$ cat src/rtl/fimm_pkg.sv
package fimm_pkg;
  localparam int INSN_W    = 32;
  localparam int IMM_W     = 16;
  localparam int F32_EXP_W = 8;
  localparam int F32_MAN_W = 23;
  localparam int F32_W     = 1 + F32_EXP_W + F32_MAN_W;
  localparam int F64_EXP_W = 11;
  localparam int F64_MAN_W = 52;
  localparam int F64_W     = 1 + F64_EXP_W + F64_MAN_W;
  localparam int F32_BIAS  = (1 << (F32_EXP_W - 1)) - 1;
  localparam int F64_BIAS  = (1 << (F64_EXP_W - 1)) - 1;
  localparam int BIAS_GAP  = F64_BIAS - F32_BIAS;
  localparam int MAN_PAD   = F64_MAN_W - F32_MAN_W;
  localparam int LEAD_W    = $clog2(F32_MAN_W);

  typedef struct packed {
    logic                 sgn;
    logic [F32_EXP_W-1:0] exp;
    logic [F32_MAN_W-1:0] man;
  } f32_t;

  typedef struct packed {
    logic                 sgn;
    logic [F64_EXP_W-1:0] exp;
    logic [F64_MAN_W-1:0] man;
  } f64_t;

  typedef enum logic {
    OP_LOAD   = 1'b0,
    OP_SPLICE = 1'b1
  } fimm_op_e;
endpackage

$ cat src/rtl/fimm_imm_extract.sv
module fimm_imm_extract
  import fimm_pkg::*;
#(
  parameter int WORD_W = INSN_W,
  parameter int OUT_W  = IMM_W
) (
  input  logic [WORD_W-1:0] insn,
  output logic [OUT_W-1:0]  imm
);
  // Field positions counted from the most significant bit (index 0).
  localparam int HI_FIRST  = 16;
  localparam int HI_LEN    = 10;
  localparam int MID_FIRST = 11;
  localparam int MID_LEN   = 5;
  localparam int LOW_POS   = 31;

  localparam int HI_TOP  = WORD_W - 1 - HI_FIRST;
  localparam int MID_TOP = WORD_W - 1 - MID_FIRST;
  localparam int LOW_BIT = WORD_W - 1 - LOW_POS;

  logic unused_word;
  assign unused_word = ^insn;

  assign imm = {insn[HI_TOP -: HI_LEN], insn[MID_TOP -: MID_LEN], insn[LOW_BIT]};
endmodule

$ cat src/rtl/fimm_lead_one.sv
module fimm_lead_one #(
  parameter int VEC_W = 23,
  parameter int POS_W = $clog2(VEC_W)
) (
  input  logic [VEC_W-1:0] vec,
  output logic [POS_W-1:0] pos,
  output logic             found
);
  logic [VEC_W-1:0] above_clear;
  logic [VEC_W-1:0] is_lead;

  // above_clear[i]: no set bit strictly above position i.
  genvar gi;
  generate
    for (gi = 0; gi < VEC_W; gi++) begin : g_bit
      if (gi == VEC_W - 1) begin : g_top
        assign above_clear[gi] = 1'b1;
      end else begin : g_rest
        assign above_clear[gi] = above_clear[gi+1] & ~vec[gi+1];
      end
      assign is_lead[gi] = vec[gi] & above_clear[gi];
    end
  endgenerate

  always_comb begin
    pos = '0;
    for (int i = 0; i < VEC_W; i++) begin
      if (is_lead[i]) pos = POS_W'(i);
    end
  end

  assign found = |vec;
endmodule

$ cat src/rtl/fimm_widen.sv
module fimm_widen
  import fimm_pkg::*;
(
  input  f32_t src,
  output f64_t dst
);
  localparam int SUB_EXP_BASE = BIAS_GAP + 1 - F32_MAN_W;
  localparam logic [F32_EXP_W-1:0] E32_ONES = '1;
  localparam logic [F64_EXP_W-1:0] E64_ONES = '1;

  logic [LEAD_W-1:0]    lead_pos;
  logic                 lead_found;
  logic [LEAD_W-1:0]    norm_shift;
  logic [F32_MAN_W-1:0] norm_man;

  fimm_lead_one #(.VEC_W(F32_MAN_W), .POS_W(LEAD_W)) u_lead (
    .vec   (src.man),
    .pos   (lead_pos),
    .found (lead_found)
  );

  // Shift that moves the leading one just past the top of the fraction.
  assign norm_shift = LEAD_W'(F32_MAN_W) - lead_pos;
  assign norm_man   = src.man << norm_shift;

  always_comb begin
    dst.sgn = src.sgn;
    dst.exp = '0;
    dst.man = '0;
    if (src.exp == E32_ONES) begin
      dst.exp = E64_ONES;
      dst.man = {src.man, {MAN_PAD{1'b0}}};
    end else if (src.exp != '0) begin
      dst.exp = F64_EXP_W'(src.exp) + F64_EXP_W'(BIAS_GAP);
      dst.man = {src.man, {MAN_PAD{1'b0}}};
    end else if (lead_found) begin
      dst.exp = F64_EXP_W'(lead_pos) + F64_EXP_W'(SUB_EXP_BASE);
      dst.man = {norm_man, {MAN_PAD{1'b0}}};
    end
  end
endmodule

$ cat src/rtl/fimm_narrow.sv
module fimm_narrow
  import fimm_pkg::*;
(
  input  f64_t src,
  output f32_t dst
);
  localparam int NORM_FLOOR = BIAS_GAP + 1;
  localparam int NORM_CEIL  = BIAS_GAP + (1 << F32_EXP_W) - 2;
  localparam int SUB_FLOOR  = NORM_FLOOR - F32_MAN_W;
  localparam logic [F64_EXP_W-1:0] E64_ONES = '1;
  localparam logic [F32_EXP_W-1:0] E32_ONES = '1;

  logic [F32_MAN_W-1:0] top_man;
  logic [F64_EXP_W-1:0] sub_amt;
  logic [F32_MAN_W:0]   sub_sig;
  logic                 unused_low;

  assign top_man    = src.man[F64_MAN_W-1 -: F32_MAN_W];
  assign unused_low = ^src.man[MAN_PAD-1:0];
  assign sub_amt    = F64_EXP_W'(NORM_FLOOR) - src.exp;
  assign sub_sig    = {1'b1, top_man} >> sub_amt[LEAD_W-1:0];

  always_comb begin
    dst.sgn = src.sgn;
    dst.exp = '0;
    dst.man = '0;
    if (src.exp == E64_ONES) begin
      dst.exp = E32_ONES;
      dst.man = top_man;
    end else if (src.exp > F64_EXP_W'(NORM_CEIL)) begin
      dst.exp = E32_ONES;
    end else if (src.exp >= F64_EXP_W'(NORM_FLOOR)) begin
      dst.exp = F32_EXP_W'(src.exp - F64_EXP_W'(BIAS_GAP));
      dst.man = top_man;
    end else if (src.exp >= F64_EXP_W'(SUB_FLOOR)) begin
      dst.man = sub_sig[F32_MAN_W-1:0];
    end
  end
endmodule

$ cat src/rtl/fimm_loader.sv
module fimm_loader
  import fimm_pkg::*;
(
  input  logic              clk,
  input  logic              rst_n,
  input  logic              insn_valid,
  input  logic              op_sel,
  input  logic [INSN_W-1:0] insn,
  input  logic [F64_W-1:0]  reg_rdata,
  output logic              wr_en,
  output logic [F64_W-1:0]  wr_data
);
  localparam int KEEP_W = F32_W - IMM_W;

  fimm_op_e         op;
  logic [IMM_W-1:0] imm;
  f32_t             narrowed;
  f32_t             widen_in;
  f64_t             widened;

  logic             wr_en_d, wr_en_q;
  logic [F64_W-1:0] wr_data_d, wr_data_q;

  assign op = fimm_op_e'(op_sel);

  fimm_imm_extract #(.WORD_W(INSN_W), .OUT_W(IMM_W)) u_extract (
    .insn (insn),
    .imm  (imm)
  );

  fimm_narrow u_narrow (
    .src (f64_t'(reg_rdata)),
    .dst (narrowed)
  );

  // Operand for the shared widener: fresh upper half, or spliced lower half.
  always_comb begin
    if (op == OP_SPLICE) begin
      widen_in = f32_t'((narrowed & {{KEEP_W{1'b1}}, {IMM_W{1'b0}}}) | {{KEEP_W{1'b0}}, imm});
    end else begin
      widen_in = f32_t'({imm, {KEEP_W{1'b0}}});
    end
  end

  fimm_widen u_widen (
    .src (widen_in),
    .dst (widened)
  );

  always_comb begin
    wr_en_d   = insn_valid;
    wr_data_d = wr_data_q;
    if (insn_valid) wr_data_d = widened;
  end

  always_ff @(posedge clk or negedge rst_n) begin
    if (!rst_n) begin
      wr_en_q   <= 1'b0;
      wr_data_q <= '0;
    end else begin
      wr_en_q   <= wr_en_d;
      wr_data_q <= wr_data_d;
    end
  end

  assign wr_en   = wr_en_q;
  assign wr_data = wr_data_q;
endmodule

$ cat config.mk
export PLATFORM = sky130hd
export DESIGN_NAME = fimm_loader
export DESIGN_NICKNAME = d
export VERILOG_FILES = /design/src/rtl/fimm_pkg.sv /design/src/rtl/fimm_imm_extract.sv /design/src/rtl/fimm_lead_one.sv /design/src/rtl/fimm_widen.sv /design/src/rtl/fimm_narrow.sv /design/src/rtl/fimm_loader.sv
export SDC_FILE = /design/constraint.sdc
export NUM_CORES = 1
export LEC_CHECK = 0
export ABC_AREA = 0
export BUFFER_PORTS_ARGS = -buffer_cell sky130_fd_sc_hd__buf_4
export CORE_MARGIN = 2
export CORE_UTILIZATION = 50
export CTS_CLUSTER_DIAMETER = 100
export DETAILED_ROUTE_END_ITERATION = 12
export MAX_ROUTING_LAYER = met4
export PLACE_DENSITY = 0.8
export SYNTH_ARGS = -nofsm -noshare
export SYNTH_HDL_FRONTEND = slang
export SYNTH_SLANG_ARGS = --single-unit
$ cat constraint.sdc
create_clock -name clk -period 2 [get_ports clk]
set_input_delay 0.1 -clock clk [delete_from_list [all_inputs] [get_ports clk]]
set_output_delay 0.1 -clock clk [all_outputs]
set_load 0.01 [all_outputs]
==> impl_table.tex, run 1 <==
\begin{tabular}{lr}
\hline
Metric & Value \\
\hline
\multicolumn{2}{l}{\textbf{Outcome}} \\
\quad Run status & aborted with a tool error \\
\quad Stage at which the flow ended & global routing \\
\quad First error message & [ERROR GRT-0232] Routing congestion too high. Check the congestion heatmap in the GUI. \\
\multicolumn{2}{l}{\textbf{Floorplan}} \\
\quad Vert. Die Dim & 100.2 um \\
\quad Horizontal die dimension & $\sim$100 um \\
\quad Effective utilization at floorplan & 0.5081 \\
\quad Number of standard-cell rows in the floorplan & 35 \\
\quad Total I/O pin count & 165 \\
\multicolumn{2}{l}{\textbf{Placed design}} \\
\quad Pre-CTS setup slack & -1.814 ns \\
\quad Global placer's final weighted congestion & between 1 and 1.5 \\
\quad Input/output buffers & 74 \\
\quad HPWL after detailed placement & about 16 mm \\
\multicolumn{2}{l}{\textbf{Synth}} \\
\quad Register bit total from synthesis & 35 \\
\quad Synthesized-area fraction occupied by adder cells & 0.01622 \\
\quad Ranking of synthesized cells by instance count & sky130\_fd\_sc\_hd\_\_nor2\_1, sky130\_fd\_sc\_hd\_\_nand2\_1, sky130\_fd\_sc\_hd\_\_a21oi\_1, sky130\_fd\_sc\_hd\_\_dfrtp\_1, sky130\_fd\_sc\_hd\_\_buf\_4 \\
\quad Async set-reset flop share out of synthesis & 1.000 \\
\quad Count of cell types in the netlist & 89 \\
\quad Count of mapped cells out of synthesis & between 600 and 700 \\
\quad Synthesized cell area & approximately 0.0046 mm\^{}2 \\
\quad Most common cell in the netlist & sky130\_fd\_sc\_hd\_\_nor2\_1 \\
\quad Post-Synthesis Mean Instance Area & 7.489 um\^{}2 \\
\quad Post-synthesis cell type with the largest combined area & sky130\_fd\_sc\_hd\_\_dfrtp\_1 \\
\quad Share of cell area taken by muxes after synthesis & 0.05893 \\
\quad Top-area cell type share of the netlist area & 0.1892 \\
\quad Sequential area share after synthesis & 0.1892 \\
\quad Combinational family with the most area after synthesis & compound AO/OA/AOI/OAI gates \\
\quad Most used flip-flop cell after synthesis & sky130\_fd\_sc\_hd\_\_dfrtp\_1 \\
\quad Count of flip-flops with a built-in enable after synthesis & 0 \\
\quad Yosys synthesis warning count & 0 \\
\quad Xor-xnor portion of the synthesized cell area & 0.001892 \\
\quad Complex-gate fraction of the synthesized area & 0.4201 \\
\quad Synth area leaders & sky130\_fd\_sc\_hd\_\_dfrtp\_1, sky130\_fd\_sc\_hd\_\_nor2\_1, sky130\_fd\_sc\_hd\_\_buf\_4, sky130\_fd\_sc\_hd\_\_a21oi\_1, sky130\_fd\_sc\_hd\_\_nand2\_1 \\
\quad Basic-gate share of the synthesized area counting and, or, nand and nor cells & 0.2028 \\
\multicolumn{2}{l}{\textbf{CTS}} \\
\quad CTS Root Buffer Type & sky130\_fd\_sc\_hd\_\_clkbuf\_8 \\
\quad Num Clock Sinks & 35 \\
\quad Depth of the CTS H-tree & 2 \\
\quad TritonCTS buffer count & 5 \\
\quad Number of buffers between clock root and the deepest sink & 2 \\
\multicolumn{2}{l}{\textbf{Global route}} \\
\quad Number of antenna violations at the first check in global routing & 3 \\
\quad Grt total ovfl & 11 \\
\quad Largest net degree at the start of global routing & 40 \\
\quad GRT Resource Usage Total & 0.7151 \\
\multicolumn{2}{l}{\textbf{STA}} \\
\quad Worst ep type & sequential cell input \\
\quad GRT worst endpoint & wr\_data[48]\$\_DFFE\_PN0P\_/D \\
\hline
\end{tabular}
[layer usage]
metal	overflow	track usage
met5	-	-
met4	3	0.7187
met3	0	0.4756
met2	8	0.8988
met1	0	0.7085
[cell families after synthesis]
family,Yosys count
XOR/XNOR,1
multiplexers,26
other,1
buffers and inverters,98
flip-flops,35
AO/OA/AOI/OAI,253
adder cells (fa/ha/maj),6
AND/OR/NAND/NOR,198
[what timing repair did]
| item | CTS |
|---|---|
| gates resized for setup | 95 |
| hold endpoints to repair | 35 |
| hold buffers | 1 |
| buffers inserted | 29 |
| cloned | 1 |
| pin swaps | 46 |
| endpoints found under the setup margin | 32 |
[through the flow]
| step | setup TNS (ns) | instance area [um^2] | utilization | cells |
|---|---|---|---|---|
| after floorplan | -41.33 | 5064 | - | 646 |
| after global placement | -47.09 | 6997 | 0.7681 | 987 |
| after detailed placement | -49.96 | 6997 | 0.7681 | 987 |
| after CTS | -36.13 | 7776 | 0.8537 | 1025 |
==> run 2: changes to the inputs <==
- CORE_UTILIZATION: 50 -> 35
- CTS_CLUSTER_DIAMETER: 100 -> default
- MAX_ROUTING_LAYER: met4 -> default
- PLACE_DENSITY: 0.8 -> default
- PLACE_DENSITY_LB_ADDON: default -> 0.15
==> run 2 against run 1 <==
Compared with the run above:
- the flow now finishes, with violations (setup timing)
- synthesized cell count did not move
- area after synthesis did not move
==> impl_table.tex, run 2 <==
\begin{tabular}{lr}
\hline
Metric & Value \\
\hline
\multicolumn{2}{l}{\textbf{STA}} \\
\quad Final period demand of the worst path & 3.396 ns \\
\quad RSZ-0062 raised after global routing & true \\
\quad Worst rel slew slack & 0.6323 \\
\quad Final Hold Slack & about 0.13 ns \\
\quad Sum of negative setup slack & -37.12 ns \\
\quad Worst-Margin Slew & 0.5377 ns \\
\quad Setup slack of the critical path after layout & -1.396 ns \\
\quad Final-report max-slew violation count & 0 \\
\quad Number of hold violations in the final report & 0 \\
\quad Final worst path period share & 1.698 \\
\quad Endpoints failing setup & 32 \\
\quad Final clock skew & 0 ns \\
\quad Max Clk Rate & 294.5 MHz \\
\multicolumn{2}{l}{\textbf{Floorplan}} \\
\quad Number of standard-cell rows in the floorplan & 42 \\
\quad Total I/O pin count & 165 \\
\quad Effective utilization at floorplan & 0.3537 \\
\quad Core region area & approximately 0.013 mm\^{}2 \\
\quad Vert. Die Dim & around 120 um \\
\quad Horizontal die dimension & about 120 um \\
\quad Area enclosed by the die boundary & around 0.014 mm\^{}2 \\
\multicolumn{2}{l}{\textbf{Cells and area}} \\
\quad Post-route cell area & around 0.008 mm\^{}2 \\
\quad Growth of design area from synthesis to finish & 73.83\% \\
\quad Flip-flop count of the largest register, all copies and words added & 34 \\
\quad Core Util, Final & 0.6148 \\
\quad Most frequent standard cell in the layout excluding fill and tap cells & sky130\_fd\_sc\_hd\_\_buf\_4 \\
\quad Number of non-filler instances in the completed layout & around 1100 \\
\quad Layout cells sized above 1 & 0.5049 \\
\quad Ant. Diodes & 0 \\
\quad Highest-count cells in the layout ignoring fill and taps & sky130\_fd\_sc\_hd\_\_buf\_4, sky130\_fd\_sc\_hd\_\_nor2\_1, sky130\_fd\_sc\_hd\_\_nand2\_1, sky130\_fd\_sc\_hd\_\_dfrtp\_1, sky130\_fd\_sc\_hd\_\_a21oi\_1 \\
\quad Post-layout net count & 1026 \\
\multicolumn{2}{l}{\textbf{Placed design}} \\
\quad Instance area at placement & 0.007133 mm\^{}2 \\
\quad Number of placed instances with taps included & around 1100 \\
\quad Pre-CTS setup slack & -1.948 ns \\
\quad HPWL after detailed placement & between 15 and 20 mm \\
\quad Global placer's final weighted congestion & 1.029 \\
\quad Input/output buffers & 74 \\
\multicolumn{2}{l}{\textbf{Routing}} \\
\quad Drt initial violations & around 520 \\
\quad Vias per Instance & around 5.7 \\
\quad Total iterations of the first detailed-routing run & 5 \\
\quad Routed Antenna Nets & 0 \\
\quad DR WL/cell & roughly 21 um \\
\quad Wire length after detailed routing & between 20 and 25 mm \\
\quad Total number of vias & 6266 \\
\quad DRC violations left & 0 \\
\multicolumn{2}{l}{\textbf{Synth}} \\
\quad Post-synthesis cell type with the largest combined area & sky130\_fd\_sc\_hd\_\_dfrtp\_1 \\
\quad Async set-reset flop share out of synthesis & 1.000 \\
\quad Sequential area share after synthesis & 0.1892 \\
\quad Synth area leaders & sky130\_fd\_sc\_hd\_\_dfrtp\_1, sky130\_fd\_sc\_hd\_\_nor2\_1, sky130\_fd\_sc\_hd\_\_buf\_4, sky130\_fd\_sc\_hd\_\_a21oi\_1, sky130\_fd\_sc\_hd\_\_nand2\_1 \\
\quad Count of flip-flops with a built-in enable after synthesis & 0 \\
\quad Ranking of synthesized cells by instance count & sky130\_fd\_sc\_hd\_\_nor2\_1, sky130\_fd\_sc\_hd\_\_nand2\_1, sky130\_fd\_sc\_hd\_\_a21oi\_1, sky130\_fd\_sc\_hd\_\_dfrtp\_1, sky130\_fd\_sc\_hd\_\_buf\_4 \\
\quad Count of cell types in the netlist & 89 \\
\quad Count of mapped cells out of synthesis & 618 \\
\quad Synthesized cell area & 0.004628 mm\^{}2 \\
\quad Most common cell in the netlist & sky130\_fd\_sc\_hd\_\_nor2\_1 \\
\quad Most used flip-flop cell after synthesis & sky130\_fd\_sc\_hd\_\_dfrtp\_1 \\
\quad Post-Synthesis Mean Instance Area & $\sim$7.5 um\^{}2 \\
\quad Register bit total from synthesis & 35 \\
\quad Yosys synthesis warning count & 0 \\
\quad Top-area cell type share of the netlist area & 0.1892 \\
\multicolumn{2}{l}{\textbf{Power}} \\
\quad PD cells & roughly 500 mW/mm\^{}2 \\
\quad Power Total & 4.097 mW \\
\quad P\_leak & 3.541 nW \\
\quad Worst IR Drop VDD & $\sim$0.38 mV \\
\multicolumn{2}{l}{\textbf{CTS}} \\
\quad Num Clock Sinks & 35 \\
\quad Depth of the CTS H-tree & 2 \\
\quad Number of buffers between clock root and the deepest sink & 2 \\
\quad Clock latency reported for the late side of the worst-skew pair & 0.28 ns \\
\quad TritonCTS buffer count & 5 \\
\quad CTS Root Buffer Type & sky130\_fd\_sc\_hd\_\_clkbuf\_16 \\
\quad Clock tree from TritonCTS & built \\
\quad Clock transition at the registers of the reported paths & 0.05 ns \\
\multicolumn{2}{l}{\textbf{Outcome}} \\
\quad Failing checks & setup timing \\
\quad Run status & finished with violations \\
\multicolumn{2}{l}{\textbf{Global route}} \\
\quad GRT Resource Usage Total & 0.3142 \\
\quad Number of antenna violations at the first check in global routing & 0 \\
\quad Via count of the first global-routing pass & around 6300 \\
\quad Largest net degree at the start of global routing & 41 \\
\quad Global-route wire length before repair & between 30 and 40 mm \\
\quad Grt total ovfl & 0 \\
\multicolumn{2}{l}{\textbf{Worst setup path}} \\
\quad Crit start category & primary input \\
\quad Critical Path Fanout Max & 7 \\
\quad Critical path data arrival time & approximately 3.6 ns \\
\quad Crit Path Category & primary input to flop \\
\quad Required time worst endpoint & 2.21 ns \\
\quad Type of element capturing the critical path & flop \\
\quad Minimum setup slack among reg-to-reg paths & 0.90 ns \\
\multicolumn{2}{l}{\textbf{Flow run}} \\
\quad \# Max-Cap Violations & 0 \\
\multicolumn{2}{l}{\textbf{Worst hold path}} \\
\quad Path type of the worst min-delay path & primary input to flop \\
\hline
\end{tabular}
run 2: cell counts after synthesis:
No cell type changed its count.
run 2: repair_timing:
item,CTS,global route
pin swaps,34,19
hold buffers,1,0
cloned,2,1
endpoints found under the hold margin,35,0
buffers inserted,23,9
gates resized for setup,68,35
setup endpoints to repair,32,32
run 2: area by class of cell:
type                    instances  area [um^2]
repair buffers                339         2711
well taps                     176        220.2
flip-flops and latches         35        875.8
multi-input cells             514         3940
repair inverters                1        5.005
clock inverters                 2        35.03
inverters                      24        118.9
clock buffers                   6        138.9
fillers                      1203         5040
run 2: critical path, stage by stage:
cell and delay, ns:
sky130_fd_sc_hd__buf_8 0.10, sky130_fd_sc_hd__inv_6 0.05, sky130_fd_sc_hd__ha_4 0.11, sky130_fd_sc_hd__or4b_4 0.49
sky130_fd_sc_hd__a2111o_1 0.48, sky130_fd_sc_hd__a222oi_1 0.36, sky130_fd_sc_hd__o21a_1 0.22, sky130_fd_sc_hd__o21ai_2 0.10
sky130_fd_sc_hd__and3_4 0.21, sky130_fd_sc_hd__a21oi_4 0.30, sky130_fd_sc_hd__buf_4 0.20, sky130_fd_sc_hd__mux2i_2 0.22
sky130_fd_sc_hd__a211oi_1 0.11, sky130_fd_sc_hd__a311oi_1 0.34, sky130_fd_sc_hd__a2bb2oi_1 0.21
run 2: cell families after synthesis:
logic type,count (synthesis),share of synthesized area
muxes,26,0.05893
adders and majority gates,6,0.01622
AOI/OAI and AO/OA,253,0.4201
xor gates and xnor gates,1,0.001893
DFF,35,0.1892
buffers and inverters,98,0.1100
and+or+nand+nor,198,0.2028
other,1,0.0008103
run 2: per-layer routing:
| layer | vias to the layer above | track usage | share of wire |
|---|---|---|---|
| met2 | 249 | 0.5560 | 0.49 |
| met5 | - | 0 | 0 |
| met1 | 3017 | 0.3788 | 0.41 |
| met3 | 73 | 0.04406 | 0.044 |
| li1 | 2927 | - | - |
| met4 | 0 | 0.1339 | 0.054 |
run 2: power breakdown:
| group | switching (mW) | internal (mW) | total (mW) |
|---|---|---|---|
| registers | 0.0470 | 0.786 | 0.833 |
| clock network | 0.307 | 0.620 | 0.927 |
| logic | 1.22 | 1.12 | 2.34 |
run 2: final timing paths:
kind / depth (start not counted) / to / from
hold reg to reg: 1 / wr_data[30]$_DFFE_PN0P_ / wr_data[30]$_DFFE_PN0P_
max in group asynchronous: 2 / wr_data[58]$_DFFE_PN0P_ / rst_n
setup / recovery: 15 / wr_data[48]$_DFFE_PN0P_ / reg_rdata[53]
min in group asynchronous: 2 / wr_en$_DFF_PN0_ / rst_n
hold / removal: 3 / wr_data[63]$_DFFE_PN0P_ / reg_rdata[63]
setup reg to reg: 3 / wr_data[51]$_DFFE_PN0P_ / wr_data[51]$_DFFE_PN0P_
Power figures use the tool's default switching activity.
